[src/rtl/vmm_pkg.sv]
package vmm_pkg;

    localparam int WORD_W = 32;
    localparam int HALF_W = WORD_W / 2;
    localparam int BYTE_W = 8;
    localparam int IMM_W  = 16;
    localparam int LANE_W = 3;
    localparam int SEC_W  = 3;

    localparam logic [WORD_W-1:0] SMAX_WORD = {1'b0, {(WORD_W-1){1'b1}}};

    typedef enum logic [LANE_W-1:0] {
        LANE_B0  = 3'd0,
        LANE_B1  = 3'd1,
        LANE_B2  = 3'd2,
        LANE_B3  = 3'd3,
        LANE_H0  = 3'd4,
        LANE_H1  = 3'd5,
        LANE_W32 = 3'd6,
        LANE_SPR = 3'd7
    } lane_e;

    typedef enum logic [SEC_W-1:0] {
        SEC_PASS  = 3'd0,
        SEC_ADD   = 3'd1,
        SEC_MAX   = 3'd2,
        SEC_MIN   = 3'd3,
        SEC_INS_H = 3'd4,
        SEC_INS_L = 3'd5,
        SEC_INS_0 = 3'd6,
        SEC_INS_2 = 3'd7
    } sec_e;

    typedef struct packed {
        logic [WORD_W-1:0] val;
        logic              sgn;
    } oper_t;

    function automatic logic [WORD_W-1:0] widen_byte(logic [BYTE_W-1:0] v, logic s);
        return {{(WORD_W-BYTE_W){s & v[BYTE_W-1]}}, v};
    endfunction

    function automatic logic [WORD_W-1:0] widen_half(logic [HALF_W-1:0] v, logic s);
        return {{(WORD_W-HALF_W){s & v[HALF_W-1]}}, v};
    endfunction

    function automatic logic less_than(logic [WORD_W-1:0] x, logic [WORD_W-1:0] y, logic s);
        if (s) return $signed(x) < $signed(y);
        else   return x < y;
    endfunction

endpackage

[src/rtl/vmm_lane_ext.sv]
module vmm_lane_ext
    import vmm_pkg::*;
(
    input  logic [WORD_W-1:0] src,
    input  logic [LANE_W-1:0] lane,
    input  logic              sgn,
    output oper_t             op
);
    logic [BYTE_W-1:0] byte_sel;
    logic [HALF_W-1:0] half_sel;
    lane_e             lane_q;

    assign lane_q   = lane_e'(lane);
    assign byte_sel = src[lane[1:0]*BYTE_W +: BYTE_W];
    assign half_sel = lane[0] ? src[WORD_W-1:HALF_W] : src[HALF_W-1:0];

    always_comb begin
        op.sgn = sgn;
        unique case (lane_q)
            LANE_B0, LANE_B1, LANE_B2, LANE_B3: op.val = widen_byte(byte_sel, sgn);
            LANE_H0, LANE_H1:                   op.val = widen_half(half_sel, sgn);
            default:                            op.val = src;
        endcase
    end
endmodule

[src/rtl/vmm_minmax_core.sv]
module vmm_minmax_core
    import vmm_pkg::*;
(
    input  oper_t             opa,
    input  oper_t             opb,
    input  logic              take_max,
    input  logic              saturate,
    input  logic              dst_signed,
    output logic [WORD_W-1:0] clamped
);
    logic              mixed;
    logic              lt_u;
    logic              lt_s;
    logic              lt_same;
    logic [WORD_W-1:0] pick;
    logic [WORD_W-1:0] uns_side;
    logic              res_sgn;

    assign mixed    = opa.sgn ^ opb.sgn;
    assign lt_u     = less_than(opa.val, opb.val, 1'b0);
    assign lt_s     = less_than(opa.val, opb.val, 1'b1);
    assign lt_same  = opa.sgn ? lt_s : lt_u;
    assign uns_side = opa.sgn ? opb.val : opa.val;

    always_comb begin
        if (!mixed) begin
            res_sgn = opa.sgn;
            if (take_max) pick = lt_same ? opb.val : opa.val;
            else          pick = lt_same ? opa.val : opb.val;
        end else begin
            res_sgn = !take_max;
            if (take_max) pick = lt_u ? opb.val : opa.val;
            else          pick = lt_s ? opa.val : opb.val;
            if (uns_side[WORD_W-1]) pick = uns_side;
        end
    end

    always_comb begin
        clamped = pick;
        if (saturate) begin
            if (dst_signed && !res_sgn && pick[WORD_W-1])
                clamped = SMAX_WORD;
            else if (!dst_signed && res_sgn && pick[WORD_W-1])
                clamped = '0;
        end
    end
endmodule

[src/rtl/vmm_secondary.sv]
module vmm_secondary
    import vmm_pkg::*;
(
    input  logic [WORD_W-1:0] mm,
    input  logic [WORD_W-1:0] opc,
    input  logic [SEC_W-1:0]  sec_op,
    input  logic              dst_signed,
    output logic [WORD_W-1:0] outv
);
    sec_e sec_q;
    logic c_lt;

    assign sec_q = sec_e'(sec_op);
    assign c_lt  = less_than(mm, opc, dst_signed);

    always_comb begin
        outv = opc;
        unique case (sec_q)
            SEC_PASS:  outv = mm;
            SEC_ADD:   outv = mm + opc;
            SEC_MAX:   outv = c_lt ? opc : mm;
            SEC_MIN:   outv = c_lt ? mm : opc;
            SEC_INS_H: outv[WORD_W-1:HALF_W]      = mm[HALF_W-1:0];
            SEC_INS_L: outv[HALF_W-1:0]           = mm[HALF_W-1:0];
            SEC_INS_0: outv[BYTE_W-1:0]           = mm[BYTE_W-1:0];
            SEC_INS_2: outv[HALF_W+BYTE_W-1:HALF_W] = mm[BYTE_W-1:0];
            default:   outv = mm;
        endcase
    end
endmodule

[src/rtl/vmm_unit.sv]
module vmm_unit
    import vmm_pkg::*;
#(
    parameter bit OUT_REG = 1'b1
) (
    input  logic              clk,
    input  logic              rst,
    input  logic [WORD_W-1:0] opa,
    input  logic [WORD_W-1:0] opb,
    input  logic [WORD_W-1:0] opc,
    input  logic [IMM_W-1:0]  imm,
    input  logic              b_from_reg,
    input  logic [LANE_W-1:0] a_lane,
    input  logic              a_signed,
    input  logic [LANE_W-1:0] b_lane,
    input  logic              b_signed,
    input  logic              take_max,
    input  logic              saturate,
    input  logic              dst_signed,
    input  logic [SEC_W-1:0]  sec_op,
    output logic [WORD_W-1:0] result
);
    oper_t             a_op;
    oper_t             b_reg_op;
    oper_t             b_op;
    logic [WORD_W-1:0] mm_val;
    logic [WORD_W-1:0] sec_val;

    vmm_lane_ext u_ext_a (.src(opa), .lane(a_lane), .sgn(a_signed), .op(a_op));
    vmm_lane_ext u_ext_b (.src(opb), .lane(b_lane), .sgn(b_signed), .op(b_reg_op));

    always_comb begin
        if (b_from_reg) b_op = b_reg_op;
        else begin
            b_op.sgn = b_signed;
            b_op.val = {{(WORD_W-IMM_W){b_signed & imm[IMM_W-1]}}, imm};
        end
    end

    vmm_minmax_core u_core (
        .opa(a_op), .opb(b_op), .take_max(take_max),
        .saturate(saturate), .dst_signed(dst_signed), .clamped(mm_val)
    );

    vmm_secondary u_sec (
        .mm(mm_val), .opc(opc), .sec_op(sec_op),
        .dst_signed(dst_signed), .outv(sec_val)
    );

    generate
        if (OUT_REG) begin : g_reg
            always_ff @(posedge clk) begin
                if (rst) result <= '0;
                else     result <= sec_val;
            end

            // mixed-sign max is unsigned, so a signed clamp keeps bit 31 clear
            a_r5_clamp_high: assert property (@(posedge clk) disable iff (rst)
                (saturate && dst_signed && (a_signed != b_signed) && take_max && sec_op == 3'd0)
                |=> !result[WORD_W-1]);

            // mixed-sign min is signed, so an unsigned clamp never goes negative
            a_r5_clamp_low: assert property (@(posedge clk) disable iff (rst)
                (saturate && !dst_signed && (a_signed != b_signed) && !take_max && sec_op == 3'd0)
                |=> !result[WORD_W-1]);

            // the upper-half merge leaves C's lower half intact
            a_r7_keep_low: assert property (@(posedge clk) disable iff (rst)
                (sec_op == 3'd4) |=> result[HALF_W-1:0] == $past(opc[HALF_W-1:0]));

            // the byte-0 merge leaves C's upper 24 bits intact
            a_r7_keep_upper: assert property (@(posedge clk) disable iff (rst)
                (sec_op == 3'd6) |=> result[WORD_W-1:BYTE_W] == $past(opc[WORD_W-1:BYTE_W]));

            // unsigned full-word max bounds both operands from above
            a_r3_max_bound: assert property (@(posedge clk) disable iff (rst)
                (b_from_reg && !a_signed && !b_signed && take_max && !saturate &&
                 a_lane == 3'd6 && b_lane == 3'd6 && sec_op == 3'd0)
                |=> (result >= $past(opa)) && (result >= $past(opb)));
        end else begin : g_comb
            assign result = sec_val;
        end
    endgenerate
endmodule

[config.mk]
export PLATFORM = sky130hd
export DESIGN_NAME = vmm_unit
export DESIGN_NICKNAME = d
export VERILOG_FILES = /design/src/rtl/vmm_pkg.sv /design/src/rtl/vmm_lane_ext.sv /design/src/rtl/vmm_minmax_core.sv /design/src/rtl/vmm_secondary.sv /design/src/rtl/vmm_unit.sv
export SDC_FILE = /design/constraint.sdc
export NUM_CORES = 1
export LEC_CHECK = 0
export ABC_AREA = 1
export BUFFER_PORTS_ARGS = -buffer_cell sky130_fd_sc_hd__buf_2
export CAP_MARGIN = 40
export CORE_MARGIN = 2
export CORE_UTILIZATION = 53
export DETAILED_ROUTE_END_ITERATION = 7
export PLACE_DENSITY = 0.76
export SLEW_MARGIN = 20
export SYNTH_ARGS = -nofsm -noshare
export SYNTH_HDL_FRONTEND = slang
export SYNTH_SLANG_ARGS = --single-unit
[constraint.sdc]
create_clock -name clk -period 14 [get_ports clk]
set_clock_uncertainty 0.15 [all_clocks]
set_input_delay 0.7 -clock clk [delete_from_list [all_inputs] [get_ports clk]]
set_output_delay 0.7 -clock clk [all_outputs]
set_load 0.005 [all_outputs]
==> flow_metrics.env, run 1 <==
export IMPL_fin_crit_ps=10340
export IMPL_post_route_worst_setup_slack_ps=3659
export IMPL_max_stage_delay_ps=580
export IMPL_synth_area_leader_cell="nand2_1"
export IMPL_arrival_ps=10370
export IMPL_finalSetupViolations=0
export IMPL_dieArea_mm2=0.01957
export IMPL_diodes=0
export IMPL_topRoutingLayerUsed="met4"
export IMPL_synth_net_count=2111
export IMPL_comb_power_share_pct=76.8
export IMPL_io_buffer_count=160
export IMPL_hp_start="opc[13]"
export IMPL_area_growth_pct=10.12
export IMPL_largest_reg_flops=32
export IMPL_start_util_pct=54.31
export IMPL_die_x_um=139.9
export IMPL_drt_iter0_markers=1745
export IMPL_clockBufferDepth=2
export IMPL_placed_cells=2193
export IMPL_hold_buffers=0
export IMPL_ir_drop_v=0.0001004
export IMPL_synthArstFlopShare_pct=0
export IMPL_pin_count=161
export IMPL_tightest_slew_ps=865.4
export IMPL_hold_ws_ps=557.2
export IMPL_viasPerCell=5.975
export IMPL_synth_seq_cells=32
export IMPL_die_h_um=139.9
export IMPL_antenna_found_initial=0
export IMPL_hold_viol_final=0
export IMPL_maxCapViolations=0
export IMPL_top_register="result"
export IMPL_p_per_area_mw_per_mm2=95.02
export IMPL_fmax_ghz=0.09670
export IMPL_switching_power_mw=0.5843
export IMPL_drive_gt1_share_pct=11.60
export IMPL_slowest_stage="a21oi_1"
export IMPL_start_kind="input pin"
export IMPL_path_clk_slew_ps=60
export IMPL_synth_area_leaders="nand2_1 (19%), ha_1 (12%), nand3_1 (12%)"
export IMPL_grt_max_degree=64
export IMPL_grt_usage_pct=36.95
export IMPL_worst_hold_path_type="input pin to flip-flop"
export IMPL_post_cts_buffers=0
export IMPL_num_rows=49
export IMPL_synth_area_per_cell_um2=5.188
export IMPL_seqPwrFrac_pct=10.8
export IMPL_grt_pass1_vias=11820
export IMPL_cts_resized=0
export IMPL_core_area_mm2=0.01802
export IMPL_syn_area_mm2=0.009789
export IMPL_nFillCells=1862
export IMPL_nNetsFinal=2197
export IMPL_synth_top_area_share_pct=19.06
export IMPL_end_kind="flip-flop"
export IMPL_route_met2_wl_um=15900
export IMPL_synth_cells=1887
export IMPL_dr_pass1_iters=7
export IMPL_synth_edf_count=0
export IMPL_dp_hpwl_um=28770
export IMPL_vias=13162
export IMPL_cp_required_ps=14030
export IMPL_grt_setup_unrepaired="false"
export IMPL_cts_sinks=32
export IMPL_clkPwrFrac_pct=12.4
export IMPL_grt_pass1_wl_um=59770
export IMPL_drc=0
export IMPL_cp_max_fo=34
export IMPL_grt_overflow_total=0
export IMPL_ys_flop_type="dfxtp_1"
export IMPL_fin_area_mm2=0.01078
export IMPL_hold_depth=3
export IMPL_wl_per_cell_um=16.95
export IMPL_final_max_slew_viol_count=0
export IMPL_route_met3_wl_um=4723
export IMPL_reg_top3="result: 32 flops"
export IMPL_numCtsBuffers=5
export IMPL_path_class="input pin to flip-flop"
export IMPL_stdcell_count=2203
export IMPL_drt_total_wl_um=37340
export IMPL_slew_headroom_pct=42.04
export IMPL_root_buffer="clkbuf_16"
export IMPL_swShare_pct=57.04
export IMPL_antenna_left=0
export IMPL_yosysSeqAreaShare_pct=6.544
export IMPL_yosys_warnings=0
export IMPL_routabilityCongestion=1.058
export IMPL_internal_power_mw=0.4400
export IMPL_ctsHtreeMaxLevel=2
export IMPL_p_leak_nw=6.160
export IMPL_cts_tree="built"
export IMPL_final_period_utilization_pct=73.87
export IMPL_dp_slack_ps=3783
export IMPL_placed_area_mm2=0.01060
export IMPL_ys_types=53
export IMPL_wl_met1_um=14990
export IMPL_whs_endpoint="result[13]"
export IMPL_status="finished, final reports clean"
export IMPL_setup_tns_final_ps=0
per-layer routing:
layer	up-vias	track usage (%)
li1	6379	-
met1	5759	50.69
met2	882	56.97
met3	142	6.291
met4	0	16.16
met5	-	0
how the worst max path moves through the flow:
stage | cells after the start | end | from | slack [ps]
detailed placement | 46 | result[26] | a_lane[1] | 3780
finish | 49 | result[26] | a_lane[1] | 3660
CTS | 46 | result[26] | a_lane[1] | 4050
global placement | 43 | result[17] | a_lane[1] | 3550
global route | 52 | result[26] | a_lane[1] | 2960
floorplan | 52 | result[26] | a_lane[1] | 7080
power by group through the flow:
stage / registers (mW) / clock network, mW / logic, mW
2_1_floorplan: 0.116 / 0 / 0.546
3_3_place_gp: 0.112 / 0 / 0.738
3_5_place_dp: 0.112 / 0 / 0.753
4_1_cts: 0.111 / 0.128 / 0.759
5_1_grt: 0.112 / 0.131 / 0.876
6_report: 0.110 / 0.127 / 0.787
cell usage in the layout (no fill, tap or decap), types with 7 or more instances in the layout:
cell	count
nand2_1	496
inv_1	261
nand3_1	230
nor2_1	178
o21ai_0	163
buf_2	161
a21oi_1	160
ha_1	94
dfxtp_1	32
o211ai_1	24
a31oi_1	18
nor3_1	12
nand2_2	11
inv_2	10
a22oi_1	10
buf_4	10
o22ai_1	7
cell families (layout without fill, tap and decap cells):
logic type | Yosys count | after routing | synth area share [%]
and+or+nand+nor | 958 | 958 | 41.45
buffers and inverters | 370 | 457 | 15.06
DFF | 32 | 32 | 6.544
AOI/OAI and AO/OA | 432 | 432 | 24.73
adders and majority gates | 95 | 95 | 12.22
area by class of cell:
cell class	instances	area, um^2	share of cell area [%]
Clock buffer	6	128.9	1.195
Sequential cell	32	640.6	5.942
Inverter	273	1027	9.529
Clock inverter	2	35.03	0.3250
Tap cell	229	286.5	2.658
Timing Repair Buffer	176	980.9	9.099
Multi-Input combinational cell	1485	7681	71.25
synthesized netlist by cell type (4+ instances only):
library cell,number
a211oi_1,5
a21o_1,5
a21oi_1,160
a22oi_1,10
a31oi_1,18
buf_1,6
buf_2,27
buf_4,11
clkbuf_1,52
dfxtp_1,32
ha_1,94
inv_1,261
inv_2,10
nand2_1,497
nand2_2,10
nand2_4,4
nand3_1,230
nand4_1,6
nor2_1,178
nor3_1,12
o211ai_1,24
o21ai_0,163
o21ai_1,7
o221ai_1,5
o22ai_1,7
o311ai_0,6
or2_2,5
worst max-delay path: cells and delay by family:
kind | cells | cell delay (ps)
adder cells (fa/ha/maj) | 3 | 630
AO/OA/AOI/OAI | 12 | 2550
AND/OR/NAND/NOR | 27 | 5560
buffers and inverters | 7 | 870
stage by stage:
stage | util, % | power, mW
after floorplan | - | 0.6618
after global placement | 58.32 | 0.8500
after detailed placement | 58.79 | 0.8659
after CTS | 59.70 | 0.9969
after global routing | 59.81 | 1.119
final | 59.81 | 1.024
Note: power is estimated with default switching activity, not from simulation.
==> run 2: changes to the inputs <==
clock period = 10.33 ns   (was 14 ns; I/O delays follow)
==> flow_metrics.env, run 2 (synthesized netlist as in run 1, its figures left out) <==
export IMPL_status="finished, final reports clean"
export IMPL_grt_overflow_total=0
export IMPL_cts_sinks=32
export IMPL_die_h_um=139.9
export IMPL_pin_count=161
export IMPL_crit_family="simple AND/OR/NAND/NOR gates"
export IMPL_ir_drop_v=0.00008835
export IMPL_antenna_left=0
export IMPL_tightest_slew_ps=876.1
export IMPL_cp_num_buf_inv=9
export IMPL_grt_pass1_wl_um=61330
export IMPL_layout_commonest_cell="nand2_1"
export IMPL_grt_max_degree=54
export IMPL_slowest_stage="ha_1"
export IMPL_arrival_ps=9070
export IMPL_start_kind="input pin"
export IMPL_p_per_area_mw_per_mm2=129.6
export IMPL_wl_per_cell_um=17.72
export IMPL_final_period_utilization_pct=87.57
export IMPL_numCtsBuffers=5
export IMPL_num_rows=49
export IMPL_whs_endpoint="result[10]"
export IMPL_path_class="input pin to flip-flop"
export IMPL_antenna_found_initial=0
export IMPL_worst_hold_path_type="input pin to flip-flop"
export IMPL_largest_reg_flops=32
export IMPL_end_kind="flip-flop"
export IMPL_fmax_ghz=0.1105
export IMPL_hold_buffers=0
export IMPL_hold_depth=3
export IMPL_drt_iter0_markers=1568
export IMPL_viasPerCell=5.994
export IMPL_drive_gt1_share_pct=11.86
export IMPL_grt_pass1_vias=11723
export IMPL_dieArea_mm2=0.01957
export IMPL_setup_tns_final_ps=0
export IMPL_nFillCells=1909
export IMPL_slew_headroom_pct=41.59
export IMPL_path_clk_slew_ps=50
export IMPL_clockBufferDepth=2
export IMPL_post_cts_buffers=0
export IMPL_io_buffer_count=160
export IMPL_p_leak_nw=6.168
export IMPL_vias=13246
export IMPL_drc=0
export IMPL_hold_viol_final=0
export IMPL_cp_required_ps=10360
export IMPL_start_util_pct=54.31
export IMPL_area_growth_pct=10.06
export IMPL_final_cell_mix="nand2_1 (496), inv_1 (261), nand3_1 (230)"
export IMPL_routabilityCongestion=1.061
export IMPL_ctsHtreeMaxLevel=2
export IMPL_cts_tree="built"
export IMPL_cp_common_cell="nand2_1"
export IMPL_finalSetupViolations=0
export IMPL_grt_setup_unrepaired="false"
export IMPL_die_x_um=139.9
export IMPL_max_stage_delay_ps=460
export IMPL_post_route_util_pct=59.77
export IMPL_hp_start="opc[10]"
export IMPL_dr_pass1_iters=7
export IMPL_drt_total_wl_um=39160
export IMPL_fin_crit_ps=9046
export IMPL_grt_usage_pct=38.47
export IMPL_top_register="result"
export IMPL_cts_resized=0
export IMPL_reg_top3="result: 32 flops"
export IMPL_root_buffer="clkbuf_16"
export IMPL_nNetsFinal=2204
export IMPL_maxCapViolations=0
export IMPL_dp_hpwl_um=30600
export IMPL_final_max_slew_viol_count=0
export IMPL_diodes=0
export IMPL_core_area_mm2=0.01802
export IMPL_cp_max_fo=32
-- run 2: how the worst max path moves through the flow --
stage                   start    endpoint  slack [ps]  depth (start not counted)
floorplan           a_lane[1]  result[26]        3600                         52
global placement    a_lane[1]  result[26]        1300                         52
detailed placement  b_lane[0]  result[26]        1280                         48
CTS                 b_lane[0]  result[26]        1560                         48
global route        a_lane[1]  result[26]         630                         52
finish              b_lane[0]  result[26]        1280                         48
-- run 2: per-layer routing --
layer | up-vias | global-route usage, % | share of wire, %
li1 | 6385 | - | -
met1 | 5880 | 54.97 | 42
met2 | 870 | 57.56 | 41
met3 | 111 | 7.453 | 12
met4 | 0 | 13.53 | 3.9
met5 | - | 0 | 0
-- run 2: cell type report --
cell class                      count  area [um^2]  area share [%]
Clock buffer                        6        128.9           1.196
Clock inverter                      2        35.03          0.3252
Inverter                          273         1027           9.534
Multi-Input combinational cell   1485         7677           71.26
Sequential cell                    32        640.6           5.946
Tap cell                          229        286.5           2.659
Timing Repair Buffer              183        978.4           9.081
-- run 2: power breakdown --
| group | internal (mW) | leakage (nW) | switching, mW |
|---|---|---|---|
| clock | 0.113 | 0.0808 | 0.0598 |
| combinational | 0.339 | 5.82 | 0.735 |
| sequential | 0.145 | 0.267 | 0.00430 |
| total | 0.597 | 6.17 | 0.799 |
-- run 2: through the flow --
stage	setup slack [ps]	cell area [um^2]	std cells	total power, mW	hold WS (ps)
after CTS	1557	10770	2209	1.364	381.3
after floorplan	3596	9789	1887	0.8969	549.4
after global routing	629.0	10770	2210	1.523	417.1
after detailed placement	1280	10610	2201	1.185	681.0
final	1284	10770	2210	1.396	379.4
after global placement	1301	10590	2200	1.175	669.3
-- run 2: tightest hold or removal path, delay by kind of cell --
family | cells | cell delay, ps
AOI/OAI and AO/OA | 1 | 80
and+or+nand+nor | 1 | 90
buffers and inverters | 1 | 100
==> run 3: changes to the inputs <==
ABC_AREA = not set   (was 1)
PLACE_DENSITY = 0.77   (was 0.76)
==> flow_metrics.env, run 3 <==
export IMPL_status="finished, final reports clean"
export IMPL_end_kind="flip-flop"
export IMPL_synth_cells=1165
export IMPL_cp_required_ps=10340
export IMPL_cts_sinks=32
export IMPL_maxCapViolations=0
export IMPL_ys_types=78
export IMPL_drive_gt1_share_pct=18.05
export IMPL_endpoint="result[0]"
export IMPL_ys_flop_type="dfxtp_1"
export IMPL_synth_area_leader_cell="ha_1"
export IMPL_clockBufferDepth=2
export IMPL_start_kind="input pin"
export IMPL_seqPwrFrac_pct=11.3
export IMPL_vias=9522
export IMPL_synth_area_per_cell_um2=6.760
export IMPL_cts_resized=0
export IMPL_final_cell_mix="buf_2 (160), nor2_1 (126), a21oi_1 (115)"
export IMPL_worst_hold_path_type="input pin to flip-flop"
export IMPL_path_clk_slew_ps=50
export IMPL_fin_crit_ps=9416
export IMPL_setup_tns_final_ps=0
export IMPL_worstSetupStartpoint="b_lane[1]"
export IMPL_ir_drop_v=0.00008773
export IMPL_synth_net_count=1389
export IMPL_top_register="result"
export IMPL_area_growth_pct=12.46
export IMPL_comb_power_share_pct=77.5
export IMPL_numCtsBuffers=5
export IMPL_drc=0
export IMPL_p_leak_nw=4.257
export IMPL_synth_seq_cells=32
export IMPL_fmax_ghz=0.1062
export IMPL_num_rows=44
export IMPL_path_class="input pin to flip-flop"
export IMPL_switching_power_mw=0.7105
export IMPL_ctsHtreeMaxLevel=2
export IMPL_dieArea_mm2=0.01585
export IMPL_final_period_utilization_pct=91.15
export IMPL_syn_area_mm2=0.007875
export IMPL_die_x_um=125.9
export IMPL_post_cts_buffers=0
export IMPL_drt_iter0_markers=1267
export IMPL_finalSetupViolations=0
export IMPL_grt_overflow_total=0
export IMPL_placed_cells=1449
export IMPL_io_buffer_count=160
export IMPL_stdcell_count=1458
export IMPL_grt_pass1_wl_um=45490
export IMPL_routabilityCongestion=1.039
export IMPL_dp_hpwl_um=23740
export IMPL_internal_power_mw=0.6674
export IMPL_synth_commonest_cells="nor2_1 (126), a21oi_1 (115), inv_1 (101)"
export IMPL_largest_reg_flops=32
export IMPL_slew_headroom_pct=41.65
export IMPL_nNetsFinal=1497
export IMPL_root_buffer="clkbuf_16"
export IMPL_post_route_util_pct=60.93
export IMPL_p_per_area_mw_per_mm2=155.6
export IMPL_grt_setup_unrepaired="false"
export IMPL_arrival_ps=9430
export IMPL_die_h_um=125.9
export IMPL_yosys_warnings=0
export IMPL_drt_total_wl_um=29350
export IMPL_reg_top3="result: 32 flops"
export IMPL_dr_pass1_iters=6
export IMPL_cts_tree="built"
export IMPL_antenna_left=0
export IMPL_grt_max_degree=36
export IMPL_synth_edf_count=0
export IMPL_swShare_pct=51.57
export IMPL_clkPwrFrac_pct=11.1
export IMPL_yosys_cell_count_top_type="nor2_1"
export IMPL_grt_pass1_vias=8408
export IMPL_start_util_pct=54.18
export IMPL_hold_viol_final=0
export IMPL_core_area_mm2=0.01453
export IMPL_layout_commonest_cell="buf_2"
export IMPL_diodes=0
export IMPL_cp_max_fo=26
export IMPL_pin_count=161
export IMPL_tightest_slew_ps=866.1
export IMPL_synthArstFlopShare_pct=0
export IMPL_final_max_slew_viol_count=0
export IMPL_hold_buffers=0
export IMPL_hp_start="opc[10]"
export IMPL_synth_area_leaders="ha_1 (15%), dfxtp_1 (8.1%), a21oi_1 (7.3%)"
export IMPL_hold_ws_ps=354.3
export IMPL_synth_top_area_share_pct=14.93
export IMPL_antenna_found_initial=0
export IMPL_yosysSeqAreaShare_pct=8.135
export IMPL_grt_usage_pct=35.46
export IMPL_wl_per_cell_um=20.13
export IMPL_viasPerCell=6.531
-- run 3: changes by cell type after synthesis, sizes merged, moves of 18 or more --
cell    previous run  this run
mux2i              0        31
nor2b              0        19
a221oi             1        19
buf               45        20
o21ai            173        94
xnor2              0        24
nand3            233        17
inv              272       101
nor3              12        39
nor2             180       126
nand2            511        73
a21oi            161       116
-- run 3: worst min path at each step --
stage,end,depth (start not counted)
CTS,result[10],3
finish,result[10],3
global placement,result[10],3
global route,result[6],3
detailed placement,result[10],3
floorplan,result[31],1
-- run 3: layer usage --
metal	share of wire [%]	global-route usage, %	vias up	routed length (um)
met5	0	0	-	0
met1	44	51.19	4363	12850
li1	-	-	4483	-
met2	43	53.80	602	12530
met3	10	5.607	74	3035
met4	3.2	11.57	0	936
-- run 3: layout make-up --
cell class,instances,area [um^2]
repair buffers,170,899.6
well taps,184,230.2
fillers,1433,5678
multi-input cells,962,6556
inverters,102,382.9
flip-flops and latches,32,640.6
clock buffers,8,146.4
-- run 3: kinds of logic after synthesis --
logic type                 synth area share [%]
AOI/OAI and AO/OA                         35.03
xor gates and xnor gates                  4.417
adders and majority gates                 15.32
buffers and inverters                     8.611
DFF                                       8.135
muxes                                     6.562
and+or+nand+nor                           21.93
-- run 3: critical path, stage by stage --
cell and delay [ps]:
buf_2 410, mux2_2 410, o221ai_1 350, o21ai_0 150
and2_1 370, a21oi_1 460, ha_1 330, and3_1 210
a221oi_2 280, o21ai_1 130, a2111oi_2 390, a31o_1 570
mux2i_2 320, and3_1 590, nor2_1 230, a221o_1 480
ha_1 420, nand4_1 110, nor2_1 280, nand4_1 140
a21o_1 220, a31o_2 260, a21oi_2 340, nor2_1 130
a21oi_1 200, xor2_1 650, a21oi_1 150, nor3_1 310
-- run 3: metrics by stage --
step | total power, mW | area [um^2] | setup slack [ps]
after floorplan | 0.9151 | 7875 | 2729
after global placement | 1.191 | 8663 | 801.4
after detailed placement | 1.187 | 8698 | 1036
after CTS | 1.348 | 8845 | 1307
after global routing | 1.481 | 8856 | 223.1
final | 1.378 | 8856 | 914.0
-- run 3: power groups by stage --
stage	registers [mW]	logic [mW]	clock network, mW
floorplan	0.161	0.754	0
global placement	0.158	1.03	0
detailed placement	0.158	1.03	0
CTS	0.156	1.04	0.156
global route	0.157	1.16	0.161
finish	0.156	1.07	0.153
